$ cat config.mk
export PLATFORM = sky130hd
export DESIGN_NAME = status_reg_unit
export DESIGN_NICKNAME = d
export VERILOG_FILES = /design/src/rtl/status_flag_pkg.sv /design/src/rtl/sreg_arith_flags.sv /design/src/rtl/sreg_logic_flags.sv /design/src/rtl/sreg_update_sel.sv /design/src/rtl/sreg_bus_port.sv /design/src/rtl/status_reg_unit.sv
export SDC_FILE = /design/constraint.sdc
export NUM_CORES = 1
export LEC_CHECK = 0
export BUFFER_PORTS_ARGS = -buffer_cell sky130_fd_sc_hd__buf_2
export CORE_MARGIN = 1
export CORE_UTILIZATION = 43
export DETAILED_ROUTE_END_ITERATION = 6
export HOLD_SLACK_MARGIN = 0.02
export PLACE_DENSITY = 0.86
export SYNTH_ARGS = -nofsm -noshare
export SYNTH_HDL_FRONTEND = slang
export SYNTH_SLANG_ARGS = --single-unit
$ cat constraint.sdc
create_clock -name clk -period 1.85 [get_ports clk]
set_clock_uncertainty 0.1 [all_clocks]
set_input_delay 0.0925 -clock clk [delete_from_list [all_inputs] [get_ports clk]]
set_output_delay 0.0925 -clock clk [all_outputs]
set_load 0.005 [all_outputs]
$ cat src/rtl/status_flag_pkg.sv
package status_flag_pkg;

   localparam int SR_W = 8;

   // status bit positions (fixed layout, decoded by neighbours)
   localparam int B_C = 0;
   localparam int B_Z = 1;
   localparam int B_N = 2;
   localparam int B_V = 3;
   localparam int B_S = 4;
   localparam int B_H = 5;
   localparam int B_T = 6;
   localparam int B_I = 7;

   localparam logic [SR_W-1:0] CC_MASK    = 8'h3F;
   localparam logic [SR_W-1:0] LOGIC_MASK = 8'h1E;

   typedef enum logic [3:0] {
      OP_NONE = 4'd0,
      OP_SUB  = 4'd1,
      OP_CMP  = 4'd2,
      OP_ADD  = 4'd3,
      OP_AND  = 4'd4,
      OP_OR   = 4'd5,
      OP_BST  = 4'd6,
      OP_BSET = 4'd7,
      OP_BCLR = 4'd8
   } op_e;

   typedef struct packed {
      logic h;
      logic s;
      logic v;
      logic n;
      logic z;
      logic c;
   } cc_t;

endpackage

$ cat src/rtl/sreg_arith_flags.sv
module sreg_arith_flags
   import status_flag_pkg::*;
#(
   parameter int DATA_W = 8,
   localparam int MSB   = DATA_W - 1,
   localparam int NIB   = 3
) (
   input  logic              is_add,
   input  logic [DATA_W-1:0] a,
   input  logic [DATA_W-1:0] b,
   input  logic [DATA_W-1:0] r,
   output cc_t               cc
);

   logic am, bm, rm, an, bn, rn;
   logic carry, half, ovf;

   assign am = a[MSB];
   assign bm = b[MSB];
   assign rm = r[MSB];
   assign an = a[NIB];
   assign bn = b[NIB];
   assign rn = r[NIB];

   always_comb begin
      if (is_add) begin
         carry = (am & bm) | (bm & ~rm) | (~rm & am);
         half  = (an & bn) | (bn & ~rn) | (~rn & an);
         ovf   = (am & bm & ~rm) | (~am & ~bm & rm);
      end else begin
         carry = (~am & bm) | (bm & rm) | (rm & ~am);
         half  = (~an & bn) | (bn & rn) | (rn & ~an);
         ovf   = (am & ~bm & ~rm) | (~am & bm & rm);
      end
   end

   always_comb begin
      cc.c = carry;
      cc.h = half;
      cc.v = ovf;
      cc.n = rm;
      cc.z = (r == '0);
      cc.s = rm ^ ovf;
   end

endmodule

$ cat src/rtl/sreg_logic_flags.sv
module sreg_logic_flags
   import status_flag_pkg::*;
#(
   parameter int DATA_W = 8
) (
   input  logic [DATA_W-1:0] r,
   output logic              n,
   output logic              z,
   output logic              v,
   output logic              s
);

   assign n = r[DATA_W-1];
   assign z = (r == '0);
   assign v = 1'b0;
   assign s = r[DATA_W-1] ^ 1'b0;

endmodule

$ cat src/rtl/sreg_update_sel.sv
module sreg_update_sel
   import status_flag_pkg::*;
#(
   parameter int DATA_W = 8,
   localparam int SEL_W = $clog2(DATA_W)
) (
   input  logic              op_valid,
   input  logic [3:0]        op_class,
   input  logic [SEL_W-1:0]  flag_sel,
   input  logic [DATA_W-1:0] opnd_a,
   input  cc_t               arith_cc,
   input  logic              lg_n,
   input  logic              lg_z,
   input  logic              lg_v,
   input  logic              lg_s,
   output logic [SR_W-1:0]   upd_mask,
   output logic [SR_W-1:0]   upd_val
);

   logic [2:0] bidx;
   assign bidx = flag_sel[2:0];

   always_comb begin
      upd_mask = '0;
      upd_val  = '0;
      case (op_e'(op_class))
         OP_SUB, OP_CMP, OP_ADD: begin
            upd_mask     = CC_MASK;
            upd_val[B_C] = arith_cc.c;
            upd_val[B_Z] = arith_cc.z;
            upd_val[B_N] = arith_cc.n;
            upd_val[B_V] = arith_cc.v;
            upd_val[B_S] = arith_cc.s;
            upd_val[B_H] = arith_cc.h;
         end
         OP_AND, OP_OR: begin
            upd_mask     = LOGIC_MASK;
            upd_val[B_Z] = lg_z;
            upd_val[B_N] = lg_n;
            upd_val[B_V] = lg_v;
            upd_val[B_S] = lg_s;
         end
         OP_BST: begin
            upd_mask[B_T] = 1'b1;
            upd_val[B_T]  = opnd_a[flag_sel];
         end
         OP_BSET: begin
            upd_mask[bidx] = 1'b1;
            upd_val[bidx]  = 1'b1;
         end
         OP_BCLR: begin
            upd_mask[bidx] = 1'b1;
            upd_val[bidx]  = 1'b0;
         end
         default: begin
            upd_mask = '0;
         end
      endcase
      if (!op_valid) upd_mask = '0;
   end

endmodule

$ cat src/rtl/sreg_bus_port.sv
module sreg_bus_port
   import status_flag_pkg::*;
#(
   parameter int              ADDR_W     = 16,
   parameter logic [ADDR_W-1:0] IO_ADDR  = 16'h003F,
   parameter logic [ADDR_W-1:0] DS_ADDR  = 16'h005F
) (
   input  logic              bus_space,
   input  logic [ADDR_W-1:0] bus_addr,
   input  logic              bus_we,
   input  logic [SR_W-1:0]   cur,
   output logic              hit,
   output logic              wr_take,
   output logic [SR_W-1:0]   rdata
);

   logic io_hit, ds_hit;

   assign io_hit  = bus_space & (bus_addr == IO_ADDR);
   assign ds_hit  = ~bus_space & (bus_addr == DS_ADDR);
   assign hit     = io_hit | ds_hit;
   assign wr_take = hit & bus_we;
   assign rdata   = hit ? cur : '0;

endmodule

$ cat src/rtl/status_reg_unit.sv
module status_reg_unit
   import status_flag_pkg::*;
#(
   parameter int                DATA_W  = 8,
   parameter int                ADDR_W  = 16,
   parameter logic [ADDR_W-1:0] IO_ADDR = 16'h003F,
   parameter logic [ADDR_W-1:0] DS_ADDR = 16'h005F,
   localparam int               SEL_W   = $clog2(DATA_W)
) (
   input  logic              clk,
   input  logic              rst_n,
   input  logic              op_valid,
   input  logic [3:0]        op_class,
   input  logic [SEL_W-1:0]  flag_sel,
   input  logic [DATA_W-1:0] opnd_a,
   input  logic [DATA_W-1:0] opnd_b,
   input  logic [DATA_W-1:0] alu_res,
   input  logic              bus_space,
   input  logic [ADDR_W-1:0] bus_addr,
   input  logic              bus_we,
   input  logic [7:0]        bus_wdata,
   output logic [7:0]        bus_rdata,
   output logic              bus_hit,
   output logic [7:0]        status
);

   // elaboration-time parameter checks
   if (DATA_W < 8) begin : g_bad_width
      $error("status_reg_unit: DATA_W must be at least 8");
   end
   if (IO_ADDR == DS_ADDR) begin : g_bad_alias
      $error("status_reg_unit: I/O and data-space addresses must differ");
   end

   logic [SR_W-1:0] sreg_q, sreg_d;
   logic [SR_W-1:0] upd_mask, upd_val;
   logic            wr_take;
   logic            is_add;
   cc_t             arith_cc;
   logic            lg_n, lg_z, lg_v, lg_s;

   assign is_add = (op_e'(op_class) == OP_ADD);

   sreg_arith_flags #(.DATA_W(DATA_W)) u_arith (
      .is_add (is_add),
      .a      (opnd_a),
      .b      (opnd_b),
      .r      (alu_res),
      .cc     (arith_cc)
   );

   sreg_logic_flags #(.DATA_W(DATA_W)) u_logic (
      .r (alu_res),
      .n (lg_n),
      .z (lg_z),
      .v (lg_v),
      .s (lg_s)
   );

   sreg_update_sel #(.DATA_W(DATA_W)) u_sel (
      .op_valid (op_valid),
      .op_class (op_class),
      .flag_sel (flag_sel),
      .opnd_a   (opnd_a),
      .arith_cc (arith_cc),
      .lg_n     (lg_n),
      .lg_z     (lg_z),
      .lg_v     (lg_v),
      .lg_s     (lg_s),
      .upd_mask (upd_mask),
      .upd_val  (upd_val)
   );

   sreg_bus_port #(
      .ADDR_W  (ADDR_W),
      .IO_ADDR (IO_ADDR),
      .DS_ADDR (DS_ADDR)
   ) u_bus (
      .bus_space (bus_space),
      .bus_addr  (bus_addr),
      .bus_we    (bus_we),
      .cur       (sreg_q),
      .hit       (bus_hit),
      .wr_take   (wr_take),
      .rdata     (bus_rdata)
   );

   // per-bit next-state: bus write first, then class update, else hold
   for (genvar gi = 0; gi < SR_W; gi++) begin : g_bit
      logic nb;
      assign nb = wr_take      ? bus_wdata[gi] :
                  upd_mask[gi] ? upd_val[gi]   : sreg_q[gi];
      assign sreg_d[gi] = nb;
   end

   always_ff @(posedge clk or negedge rst_n) begin
      if (!rst_n) sreg_q <= '0;
      else        sreg_q <= sreg_d;
   end

   assign status = sreg_q;

endmodule

---- Word level (Yosys, flattened, before mapping) ----
Index checks and enable logic that the tools add are counted.
word-level totals
  logic and storage cells ................. 105
  bits of input ports ..................... 60
  output and inout port bits .............. 17
  register bits after elaboration ......... 8
cells by class
  muxes and demuxes ....................... 33
  $lt $le $gt $ge ......................... 2
  equality and inequality tests ........... 10
  reductions and logical operators ........ 13
  bitwise operators ....................... 39
operators by type and width
  kind                                                                                 number
  1-bit two-way mux                                                                    23
  1-bit bitwise AND                                                                    21
  6-bit case mux with 3 select lines                                                   1
  16-bit by 6-bit == test with 1-bit output, second input constant                     1
  16-bit by 7-bit == test with 1-bit output, second input constant                     1
  4-bit by 3-bit == test with 1-bit output, second input constant                      4
  8-bit two-way mux                                                                    2
  2-bit nonzero test                                                                   8
  4-bit case mux with 3 select lines                                                   1
  1-bit OR                                                                             11
  4-bit by 2-bit == test with 1-bit output, second input constant                      2
  8-bit zero test                                                                      1
  1-bit case mux with 2 select lines                                                   4
  1-bit NOT                                                                            6
  4-bit by 1-bit == test with 1-bit output, second input constant                      1
  4-bit == test, second input constant                                                 1
  3-bit by 4-bit < comparator with 1-bit output, second input constant                 1
  2-bit OR reduction                                                                   2
  1-bit binary-select mux with 3-bit select                                            1
  1-bit demux with 3-bit select                                                        1
  3-bit by 1-bit greater-or-equal comparator with 1-bit output, second input constant  1
  3-bit OR reduction                                                                   1
  1-bit logical AND                                                                    1
  1-bit XOR                                                                            1

---- Depth between registers and ports, before layout ----
Gate-level depths: netlist (run 1).
  depth in word-level cells ............... 9
  depth in mapped cells ................... 7
  gate-level depth less buffers ........... 6

---- Modules after synthesis ----
Synthesis (run 1) repeated with hierarchy kept, for this count alone.
second synthesis, totals
  cell total of the unflattened synthesis .. 137
  area, all modules ....................... 1066.0 sq um
by module, submodules not included
  module            cells an instance  area each (sq um)  sequential area each (sq um)  times used
  status_reg_unit   35                 370.4              200.2                         1
  sreg_update_sel   53                 362.8              0.0                           1
  sreg_arith_flags  23                 146.4              0.0                           1
  sreg_bus_port     19                 141.4              0.0                           1
  sreg_logic_flags  7                  45.0               0.0                           1

---- Worst setup path before layout (run 1) ----
OpenSTA, ideal clock, no wires.
  path type ............................... input port to flip-flop
  start ................................... input port op_class[1]
  end ..................................... register sreg_q[7] (netlist: status[7])
  stages on the path ...................... 6
  slack ................................... 0.256 ns
  library setup time ...................... 0.125 ns
  arrival ................................. 1.369 ns
  buffers on the path ..................... 1
  cells stage by stage .................... buf_4 nor4b_4 o211ai_2 nor2_1 mux2_2 mux2_2
on the way
  cells in the longest elaborated chain, start to end .. 5
  elaborated cells on any way between the ends .. 9
RTL lines
  element                                                                           RTL line               source
  start, declared                                                                   status_reg_unit.sv:13  input logic [3:0] op_class,
  4-bit by 3-bit == test with 1-bit output / 4-bit == test (equally long branches)  -
  2-bit OR reduction (no line)                                                      -
  1-bit two-way mux                                                                 -
  8-bit two-way mux                                                                 sreg_update_sel.sv:59  if (!op_valid) upd_mask = '0;
  2-bit nonzero test (no line)                                                      -
  end signal, assigned                                                              status_reg_unit.sv:98  else sreg_q <= sreg_d;
  end, declared                                                                     status_reg_unit.sv:35  logic [SR_W-1:0] sreg_q, sreg_d;
Parallel ways exist; a longest one is shown, timed or not. The select of a mux whose other input is x is not followed.
A chain may end at the register's enable or synchronous reset.

---- Worst setup path in the final report (run 1) ----
  start ................................... input port bus_addr[8]
  end ..................................... register sreg_q[6] (netlist: status[6])
on the way
  cells in the longest elaborated chain, start to end .. 5
  elaborated cells on any way between the ends .. 8
RTL lines
  element                                                                                                        RTL line                                  source
  start, declared                                                                                                status_reg_unit.sv:19                     input logic [ADDR_W-1:0] bus_addr,
  16-bit by 6-bit == test with 1-bit output / 16-bit by 7-bit == test with 1-bit output (equally long branches)  sreg_bus_port.sv:19, sreg_bus_port.sv:20
  1-bit bitwise AND, on equally long branches                                                                    sreg_bus_port.sv:19, sreg_bus_port.sv:20
  1-bit OR *                                                                                                     sreg_bus_port.sv:21                       assign hit = io_hit | ds_hit;
  1-bit bitwise AND *                                                                                            sreg_bus_port.sv:22                       assign wr_take = hit & bus_we;
  1-bit two-way mux / 2-bit nonzero test (equally long branches)                                                 -
Mark *: on every way between the ends. The rest lies on a longest branch, timed or not.

==> results.md, run 1 <==
- Status: completed
- All-Layer GR Usage: 26.0%
- Synth cell types: 45
- Setup CP Type: primary input to register
- Avg Cell Area, Syn: 7.68 sq um
- Seq/Total Area, Yosys: 20.1%
- PD cells: 416 mW/mm^2
- H-tree depth: 1
- Initial core utilization: 45.6%
- Ys Warns: 0
- Relative slew slack: 72.7%
- Max Cap Viol: 0
- Final Hold Vio Count: 0
- I/O Pins: 77
- Post-synth EDFFs: 0
- Vias: 1362
- CP Max Fanout: 11
- GRT overflow: 0
- Flops & latches, synth: 8
- Leak pwr: 0.719 nW
- Top_reg_cell synth: dfrtp_1
- PortBufs: 70
- Proportion of layout cells with a drive suffix above 1: 39.9%
- ANT cells: 0
- CTS clk-pin slew, worst paths: 0.06 ns
- Worst-skew pair later-pin latency: 0.25 ns
- Synth async-reset ratio: 100%
- Die height: 50.2 microns
- Total CTS buffers: 3
- Fin nets: 270
- Vias/cell: 5.77
- Gpl congestion: 0.945
- Die area: 0.00252 sq mm
- Clock sink count: 8
- Clk buf depth: 2
- Vias in the first global route: 1209
- Cells after synthesis: 130
- Initial antenna violation count: 0
- CTS tree: done
- Critical path required time: 1.93 ns
- Most common cell after layout, fill and taps aside: buf_2
- Peak supply drop: 0.000394 V
- Critical path endpoint category: register
- Routed WL: 3170 microns
- Area delta synth->final: 48.7%
- Setup-failing EPs final: 0
- Final worst path period share: 90.8%
- Most frequent cells in the layout: buf_2, o21ai_0, nor2_1, dlygate4sd3_1, nand2_1
- RSZ-0062 raised after global routing: no
- Arr. time, crit path: 1.76 ns
- Total setup buffers inserted after CTS: 0
- Syn_nets: 190
- Number of flip-flops in the largest register: 8
- Largest net degree at the start of global routing: 13
- Total power: 0.000617 W
- Dpl hpwl: 2430 microns
- Root buf cell: clkbuf_4
- Row count: 17
- CP Launch Type: primary input
- Post-route DRC: 0
- Post-Syn Area: 998 sq um
- Worst Hold Class: primary input to async pin
- Total core area: 0.00219 sq mm
- Die Wd: 50.2 microns
- Global-route wire length before repair: 5060 microns
- Max-slew violations: 0
- Period minus WS final: 1.68 ns
- Detailed Route Iter0 Violations: 48
- Wire per inst: 13.4 microns
- Setup_tns: 0 ns
- Max Fclk: 596 MHz
- Tightest Pin Transition: 0.406 ns
- Drt first pass iters: 4
- Post-DRT Antenna Nets: 0
[critical path: stages]
cell           delay [ns]
buf_2                0.10
nor4_1               0.32
nand4_1              0.14
a21oi_1              0.19
buf_4                0.20
nand3_1              0.08
dlygate4sd3_1        0.55
o21ai_0              0.08
[Yosys cell counts, drive strengths merged (3+ instances only)]
| cell | number | area (sq um) |
|---|---|---|
| nand3 | 4 | 20.0 |
| o31ai | 3 | 22.5 |
| a21oi | 8 | 40.0 |
| mux2 | 3 | 33.8 |
| inv | 4 | 15.0 |
| nor4 | 3 | 18.8 |
| dfrtp | 8 | 200 |
| o21ai | 13 | 65.1 |
| o221ai | 3 | 26.3 |
| and2 | 8 | 50.1 |
| buf | 3 | 23.8 |
| nor4b | 3 | 41.3 |
| nor2 | 12 | 45.0 |
| mux2i | 4 | 40.0 |
| nand2b | 4 | 25.0 |
| maj3 | 3 | 30.0 |
| clkbuf | 4 | 15.0 |
| nand2 | 10 | 37.5 |
[final cells by class]
type	instances	area, sq um
Tap cell	28	35.0
Sequential cell	8	200
Fill cell	190	706
Inverter	4	15.0
Clock buffer	3	22.5
Timing Repair Buffer	82	468
Multi-Input combinational cell	111	744
[power breakdown]
group	switching, W	internal, W	leakage (nW)
clock network	0.0000620	0.0000744	0.0138
logic	0.000121	0.000134	0.604
registers	0.0000205	0.000206	0.101
[stage by stage]
step | instances | area, sq um | util, % | setup WS (ns) | hold slack, ns
6_report | 236 | 1490 | 67.8 | 0.171 | 0.0979
2_1_floorplan | 130 | 998 | - | 0.256 | -0.303
3_5_place_dp | 222 | 1350 | 61.7 | 0.128 | -0.154
5_1_grt | 236 | 1490 | 67.8 | 0.0269 | 0.112
4_1_cts | 236 | 1490 | 67.8 | 0.203 | 0.104
3_3_place_gp | 222 | 1350 | 61.7 | 0.148 | -0.160
[metal layers]
layer	part of all wire, %	global-route usage, %	up-vias	wire, microns
li1	-	-	653	-
met1	39	28.5	625	1240
met2	51	48.7	76	1620
met3	8.7	5.76	8	276
met4	1.1	7.62	0	34
met5	0	0	-	0
[timing repair]
item / CTS / global route
hold buffers: 11 / 0
resized for setup: 0 / 0
hold endpoints to repair: 16 / 0
[worst paths after layout]
| check | cells past startpoint | from | endpoint | slack, ns |
|---|---|---|---|---|
| setup / recovery | 8 | bus_addr[8] | status[6]$_DFFE_PN0P_ | 0.17 |
| hold / removal | 2 | rst_n | status[3]$_DFFE_PN0P_ | 0.1 |
| setup reg to reg | 2 | status[7]$_DFFE_PN0P_ | status[7]$_DFFE_PN0P_ | 0.73 |
| hold reg to reg | 2 | status[5]$_DFFE_PN0P_ | status[5]$_DFFE_PN0P_ | 0.46 |
| max in group asynchronous | 2 | rst_n | status[1]$_DFFE_PN0P_ | 1.37 |
| min in group clk | 4 | op_class[3] | status[4]$_DFFE_PN0P_ | 0.23 |
[cell families after synthesis]
family,count (synthesis),share of synthesized area (%)
AND/OR/NAND/NOR,57,34.7
AO/OA/AOI/OAI,43,28.6
buffers and inverters,11,5.39
flip-flops,8,20.0
multiplexers,7,7.39
adder cells (fa/ha/maj),3,3.01
XOR/XNOR,1,0.877
Power figures use the tool's default switching activity.
==> inputs of run 2 (changes only) <==
CORE_UTILIZATION = 40   (was 43)
PLACE_DENSITY = 0.81   (was 0.86)
==> results.md, run 2 (synthesis gave the netlist of run 1 again) <==
- Critical path endpoint category: register (unchanged)
- Wire per inst: 13.3 microns (was 13.4 microns)
- Number of hold buffers added after cts: 11 (unchanged)
- FF-to-FF Start: status[1]$_DFFE_PN0P_ (was status[7]$_DFFE_PN0P_)
- Total setup buffers inserted after CTS: 0 (unchanged)
- Reg2reg setup slack: 0.73 ns (about the same)
- Most frequent cells in the layout: buf_2, o21ai_0, nor2_1, dlygate4sd3_1, nand2_1 (unchanged)
- Area delta synth->final: 48.7% (unchanged)
- Setup_tns: 0 ns (unchanged)
- RSZ-0062 raised after global routing: no (unchanged)
- Vias in the first global route: 1261 (was 1209)
- CTS clk-pin slew, worst paths: 0.06 ns (about the same)
- RR Endpoint: status[1]$_DFFE_PN0P_ (was status[7]$_DFFE_PN0P_)
- Tightest Pin Transition: 0.394 ns (was 0.406 ns)
- Die height: 52.0 microns (was 50.2 microns)
- Die area: 0.00270 sq mm (was 0.00252 sq mm)
- Detailed Route Iter0 Violations: 40 (was 48)
- Vias/cell: 5.73 (was 5.77)
- CTS tree: done (unchanged)
- Vias: 1352 (was 1362)
- Max Fclk: 610 MHz (was 596 MHz)
- H-tree depth: 1 (unchanged)
- Arr. time, crit path: 1.71 ns (was 1.76 ns)
- Relative slew slack: 73.7% (was 72.7%)
- Fin nets: 270 (unchanged)
- Global-route wire length before repair: 4990 microns (was 5060 microns)
- Post-DRT Antenna Nets: 0 (unchanged)
- ANT cells: 0 (unchanged)
- Leak pwr: 0.719 nW (unchanged)
- Peak supply drop: 0.000336 V (was 0.000394 V)
- Drt first pass iters: 4 (unchanged)
- PortBufs: 70 (unchanged)
- Status: completed (unchanged)
- CP Launch Type: primary input (unchanged)
- Number of flip-flops in the largest register: 8 (unchanged)
- Gpl congestion: 0.989 (was 0.945)
- Slowest Stage Delay on Critical Path: 0.54 ns (was 0.55 ns)
- Largest net degree at the start of global routing: 13 (unchanged)
- Critical path required time: 1.92 ns (was 1.93 ns)
- All-Layer GR Usage: 24.6% (was 26.0%)
- Die Wd: 52.0 microns (was 50.2 microns)
- Max-slew violations: 0 (unchanged)
- Final worst path period share: 88.6% (was 90.8%)
- Total core area: 0.00228 sq mm (was 0.00219 sq mm)
- Initial core utilization: 43.9% (was 45.6%)
- Cells along the critical path: buf_2, nor4b_1, nand4_1, a21oi_1, buf_4, nand3_1, dlygate4sd3_1, o21ai_0 (was buf_2, nor4_1, nand4_1, a21oi_1, buf_4, nand3_1, dlygate4sd3_1, o21ai_0)
- Dpl hpwl: 2490 microns (was 2430 microns)
- Final core utilization: 65.3% (was 67.8%)
- CP Launch Point: bus_addr[9] (was bus_addr[8])
- Total CTS buffers: 3 (unchanged)
- Worst-skew pair later-pin latency: 0.25 ns (about the same)
- Setup CP Type: primary input to register (unchanged)
- Routed WL: 3140 microns (was 3170 microns)
- Worst Hold Class: primary input to async pin (unchanged)
- Most common cell after layout, fill and taps aside: buf_2 (unchanged)
- Proportion of layout cells with a drive suffix above 1: 39.9% (unchanged)
- Worst Reg-to-Reg Cells: 4 (was 2)
- Slowest CP cell: dlygate4sd3_1 (unchanged)
- PD cells: 418 mW/mm^2 (was 416 mW/mm^2)
- I/O Pins: 77 (unchanged)
- Initial antenna violation count: 0 (unchanged)
- Delay-heaviest family, CP: buffers and inverters (unchanged)
- Row count: 17 (unchanged)
- Fin cells: 236 (unchanged)
- Period minus WS final: 1.64 ns (was 1.68 ns)
- # placed instances: 222 (unchanged)
- Root buf cell: clkbuf_4 (unchanged)
- Setup-failing EPs final: 0 (unchanged)
- GRT overflow: 0 (unchanged)
- Post-route DRC: 0 (unchanged)
- Crit path to: status[6]$_DFFE_PN0P_ (unchanged)
- Max Cap Viol: 0 (unchanged)
- # resized after CTS: 0 (unchanged)
- CP Max Fanout: 11 (unchanged)
- Final Hold Vio Count: 0 (unchanged)
- Clk buf depth: 2 (unchanged)
- Clock sink count: 8 (unchanged)
- Crit path depth: 8 (unchanged)
- Critical path buffers and inverters: 3 (unchanged)
-- run 2: how the worst min path moves through the flow --
stage	endpoint	startpoint	slack (ns)
2_1_floorplan	status[0]$_DFFE_PN0P_	rst_n	-0.30
3_3_place_gp	status[4]$_DFFE_PN0P_	rst_n	-0.16
3_5_place_dp	status[4]$_DFFE_PN0P_	rst_n	-0.15
4_1_cts	status[4]$_DFFE_PN0P_	rst_n	0.12
5_1_grt	status[4]$_DFFE_PN0P_	rst_n	0.13
6_report	status[4]$_DFFE_PN0P_	rst_n	0.11
-- run 2: metrics by stage --
| stage | hold WS, ns | area [sq um] | setup WS (ns) | total power [W] |
|---|---|---|---|---|
| floorplan | -0.303 | 998 | 0.256 | 0.000347 |
| global placement | -0.160 | 1350 | 0.144 | 0.000458 |
| detailed placement | -0.153 | 1350 | 0.110 | 0.000467 |
| CTS | 0.117 | 1490 | 0.207 | 0.000619 |
| global route | 0.129 | 1490 | 0.116 | 0.000668 |
| finish | 0.114 | 1490 | 0.211 | 0.000621 |
-- run 2: final cells by class --
class                      count  area (sq um)
clock buffer                   3          22.5
fill                         204           791
timing repair buffer          82           468
tap                           28          35.0
multi-input combinational    111           744
inverter                       4          15.0
sequential                     8           200
-- run 2: report_power, final --
part | leakage (nW) | switching [W] | internal (W)
combinational | 0.604 | 0.000119 | 0.000134
sequential | 0.101 | 0.0000234 | 0.000206
clock | 0.0138 | 0.0000648 | 0.0000746
-- run 2: routing by layer --
metal | GRT usage [%] | vias up | share of wire [%] | wire, microns
met5 | 0 | - | 0 | 0
li1 | - | 653 | - | -
met2 | 44.7 | 79 | 51 | 1590
met1 | 27.3 | 613 | 39 | 1230
met4 | 10.4 | 0 | 1.2 | 39
met3 | 5.26 | 7 | 8.9 | 280
==> inputs of run 3 (changes only) <==
ABC_AREA = 1   (was default)
CORE_ASPECT_RATIO = 1.2   (was default)
PLACE_DENSITY = 0.74   (was 0.81)
clock period = 1.9 ns   (was 1.85 ns; I/O delays follow)
==> results.md, run 3 <==
- Total setup buffers inserted after CTS: 0 (unchanged)
- Critical path required time: 1.70 ns (was 1.92 ns)
- Die area: 0.00350 sq mm (was 0.00270 sq mm)
- Setup-failing EPs final: 0 (unchanged)
- Top_reg_cell synth: dfrtp_1 (unchanged)
- Post-route DRC: 0 (unchanged)
- Root buf cell: clkbuf_4 (unchanged)
- Most common cell after layout, fill and taps aside: nand2_1 (was buf_2)
- Max Fclk: 780 MHz
- RSZ-0062 raised after global routing: no (unchanged)
- Dpl cell area: 0.00167 sq mm (was 0.00135 sq mm)
- GRT overflow: 0 (unchanged)
- CTS clk-pin slew, worst paths: 0.05 ns (was 0.06 ns)
- Routed WL: 3320 microns (was 3140 microns)
- Fill cell count: 366 (was 204)
- Worst-skew pair later-pin latency: 0.25 ns (about the same)
- All-Layer GR Usage: 21.3% (was 24.6%)
- Final worst path period share: 67.5%
- Number of flip-flops in the largest register: 8 (unchanged)
- Top cells by count, synth: nand2_1, inv_1, nand3_1, nor2_1, dfrtp_1 (was o21ai_0, nor2_1, nand2_1)
- Cells along the critical path: buf_2, inv_1, nand2_1, nand2_1, nand2_1, nor2_1, nand2_1, nor2_1, buf_2 (was buf_2, nor4b_1, nand4_1, a21oi_1, buf_4, nand3_1, dlygate4sd3_1, o21ai_0)
- Proportion of layout cells with a drive suffix above 1: 31.4% (was 39.9%)
- Seq/Total Area, Yosys: 15.3% (was 20.1%)
- Most frequent cells in the layout: nand2_1, buf_2, inv_1, nand3_1, nor2_1 (was buf_2, o21ai_0, nor2_1, dlygate4sd3_1, nand2_1)
- PD cells: 326 mW/mm^2 (was 418 mW/mm^2)
- Setup CP Type: primary input to output pin (was primary input to register)
- Status: completed (unchanged)
- Detailed Route Iter0 Violations: 42 (was 40)
- Ys Warns: 0 (unchanged)
- Vias in the first global route: 1517 (was 1261)
- Post-Syn Area: 0.00131 sq mm (was 998 sq um)
- Most used cell, CP: nand2_1
- ANT cells: 0 (unchanged)
- Clock sink count: 8 (unchanged)
- Period minus WS final: 1.28 ns
- Slowest CP cell: nand2_1 (was dlygate4sd3_1)
- Worst Hold Class: primary input to register (was primary input to async pin)
- Cell taking the most area after synthesis: nand2_1 (was dfrtp_1)
- Initial core utilization: 42.4% (was 43.9%)
- PortBufs: 70 (unchanged)
- Post-synth EDFFs: 0 (unchanged)
- Most common cell in the netlist: nand2_1 (was o21ai_0)
- H-tree depth: 1 (unchanged)
- I/O Pins: 77 (unchanged)
- Area delta synth->final: 31.6% (was 48.7%)
- Global-route wire length before repair: 5820 microns (was 4990 microns)
- Delay-heaviest family, CP: simple AND/OR/NAND/NOR gates (was buffers and inverters)
- Row count: 22 (was 17)
- # resized after CTS: 0 (unchanged)
- Tightest Pin Transition: 0.312 ns (was 0.394 ns)
- Synth area leaders: nand2_1, dfrtp_1, nand3_1 (was dfrtp_1, o21ai_0, and2_1)
- Final core utilization: 55.8% (was 65.3%)
- Final Hold Vio Count: 0 (unchanged)
- Total CTS buffers: 3 (unchanged)
- Avg Cell Area, Syn: 5.38 sq um (was 7.68 sq um)
- CP Launch Type: primary input (unchanged)
- Slowest Stage Delay on Critical Path: 0.21 ns (was 0.54 ns)
- Synth cell types: 26 (was 45)
- Gpl congestion: 0.874 (was 0.989)
- Initial antenna violation count: 0 (unchanged)
- Dpl hpwl: 2850 microns (was 2490 microns)
- Critical path buffers and inverters: 3 (unchanged)
- Cells after synthesis: 243 (was 130)
- Arr. time, crit path: 1.09 ns (was 1.71 ns)
- CP Max Fanout: 9 (was 11)
- Die height: 64.6 microns (was 52.0 microns)
- Synth async-reset ratio: 100% (unchanged)
- Critical path endpoint category: output pin (was register)
- Syn_nets: 303 (was 190)
- Clk buf depth: 2 (unchanged)
- Relative slew slack: 79.0% (was 73.7%)
- Max-slew violations: 0 (unchanged)
- Top-area cell type share of the netlist area: 27.0% (was 20.1%)
- Post-DRT Antenna Nets: 0 (unchanged)
- Drt first pass iters: 6 (was 4)
- Vias: 1704 (was 1352)
- Design area: 0.00172 sq mm (was 0.00149 sq mm)
- Max Cap Viol: 0 (unchanged)
- Leak pwr: 1.08 nW (was 0.719 nW)
- Vias/cell: 4.85 (was 5.73)
- Wire per inst: 9.45 microns (was 13.3 microns)
- Largest net degree at the start of global routing: 13 (unchanged)
- Setup_tns: 0 ns (unchanged)
- Fin nets: 377 (was 270)
- Total core area: 0.00308 sq mm (was 0.00228 sq mm)
- Peak supply drop: 0.000240 V (was 0.000336 V)
- CTS tree: done (unchanged)
- Die Wd: 54.2 microns (was 52.0 microns)
- Flops & latches, synth: 8 (unchanged)
- Number of hold buffers added after cts: 3 (was 11)
run 3: logic make-up after synthesis:
logic type / share of synthesized area [%]
buf+inv: 13.6
compound gates: 5.27
simple gates: 65.8
flops: 15.3
run 3: worst register-to-register path: cells and delay by family, from the launching register on:
family             cells  cell delay (ns)
AOI/OAI and AO/OA      1             0.07
DFF                    1             0.40
and+or+nand+nor        3             0.20
run 3: report_power, final:
group          switching (W)  internal [W]  total (W)
Clock              0.0000661     0.0000728   0.000139
Sequential        0.00000937      0.000182   0.000191
Combinational       0.000132     0.0000993   0.000231
Total               0.000207      0.000354   0.000561
run 3: path summary, 6_finish.rpt:
| path | end | slack [ns] | cells past startpoint | from |
|---|---|---|---|---|
| min in group asynchronous | status[3]$_DFFE_PN0P_ | 0.10 | 2 | rst_n |
| max in group asynchronous | status[6]$_DFFE_PN0P_ | 1.41 | 2 | rst_n |
| hold reg to reg | status[2]$_DFFE_PN0P_ | 0.45 | 2 | status[2]$_DFFE_PN0P_ |
| hold / removal | status[7]$_DFFE_PN0P_ | 0.04 | 4 | bus_wdata[7] |
| setup / recovery | bus_rdata[6] | 0.62 | 9 | bus_addr[6] |
| setup reg to reg | status[4]$_DFFE_PN0P_ | 1.02 | 4 | status[4]$_DFFE_PN0P_ |
run 3: final cells by class:
type | instances | area, sq um | share of cell area (%)
clock buffer | 3 | 22.5 | 1.31
inverter | 38 | 143 | 8.30
multi-input combinational | 193 | 928 | 54.0
sequential | 8 | 200 | 11.6
tap | 36 | 45.0 | 2.62
timing repair buffer | 73 | 380 | 22.1
run 3: through the flow:
step	worst slack, ns	hold slack (ns)	total power [W]	std cells
4_1_cts	0.601	0.0407	0.000562	351
6_report	0.618	0.0357	0.000561	351
3_5_place_dp	0.453	-0.150	0.000422	345
5_1_grt	0.446	0.0424	0.000608	351
2_1_floorplan	0.821	-0.301	0.000324	243
3_3_place_gp	0.475	-0.154	0.000417	345
run 3: layer usage:
metal	wire length [microns]	track usage, %
met1	1400	25.6
met2	1720	37.5
met3	150	2.58
met4	47	7.05
met5	0	0
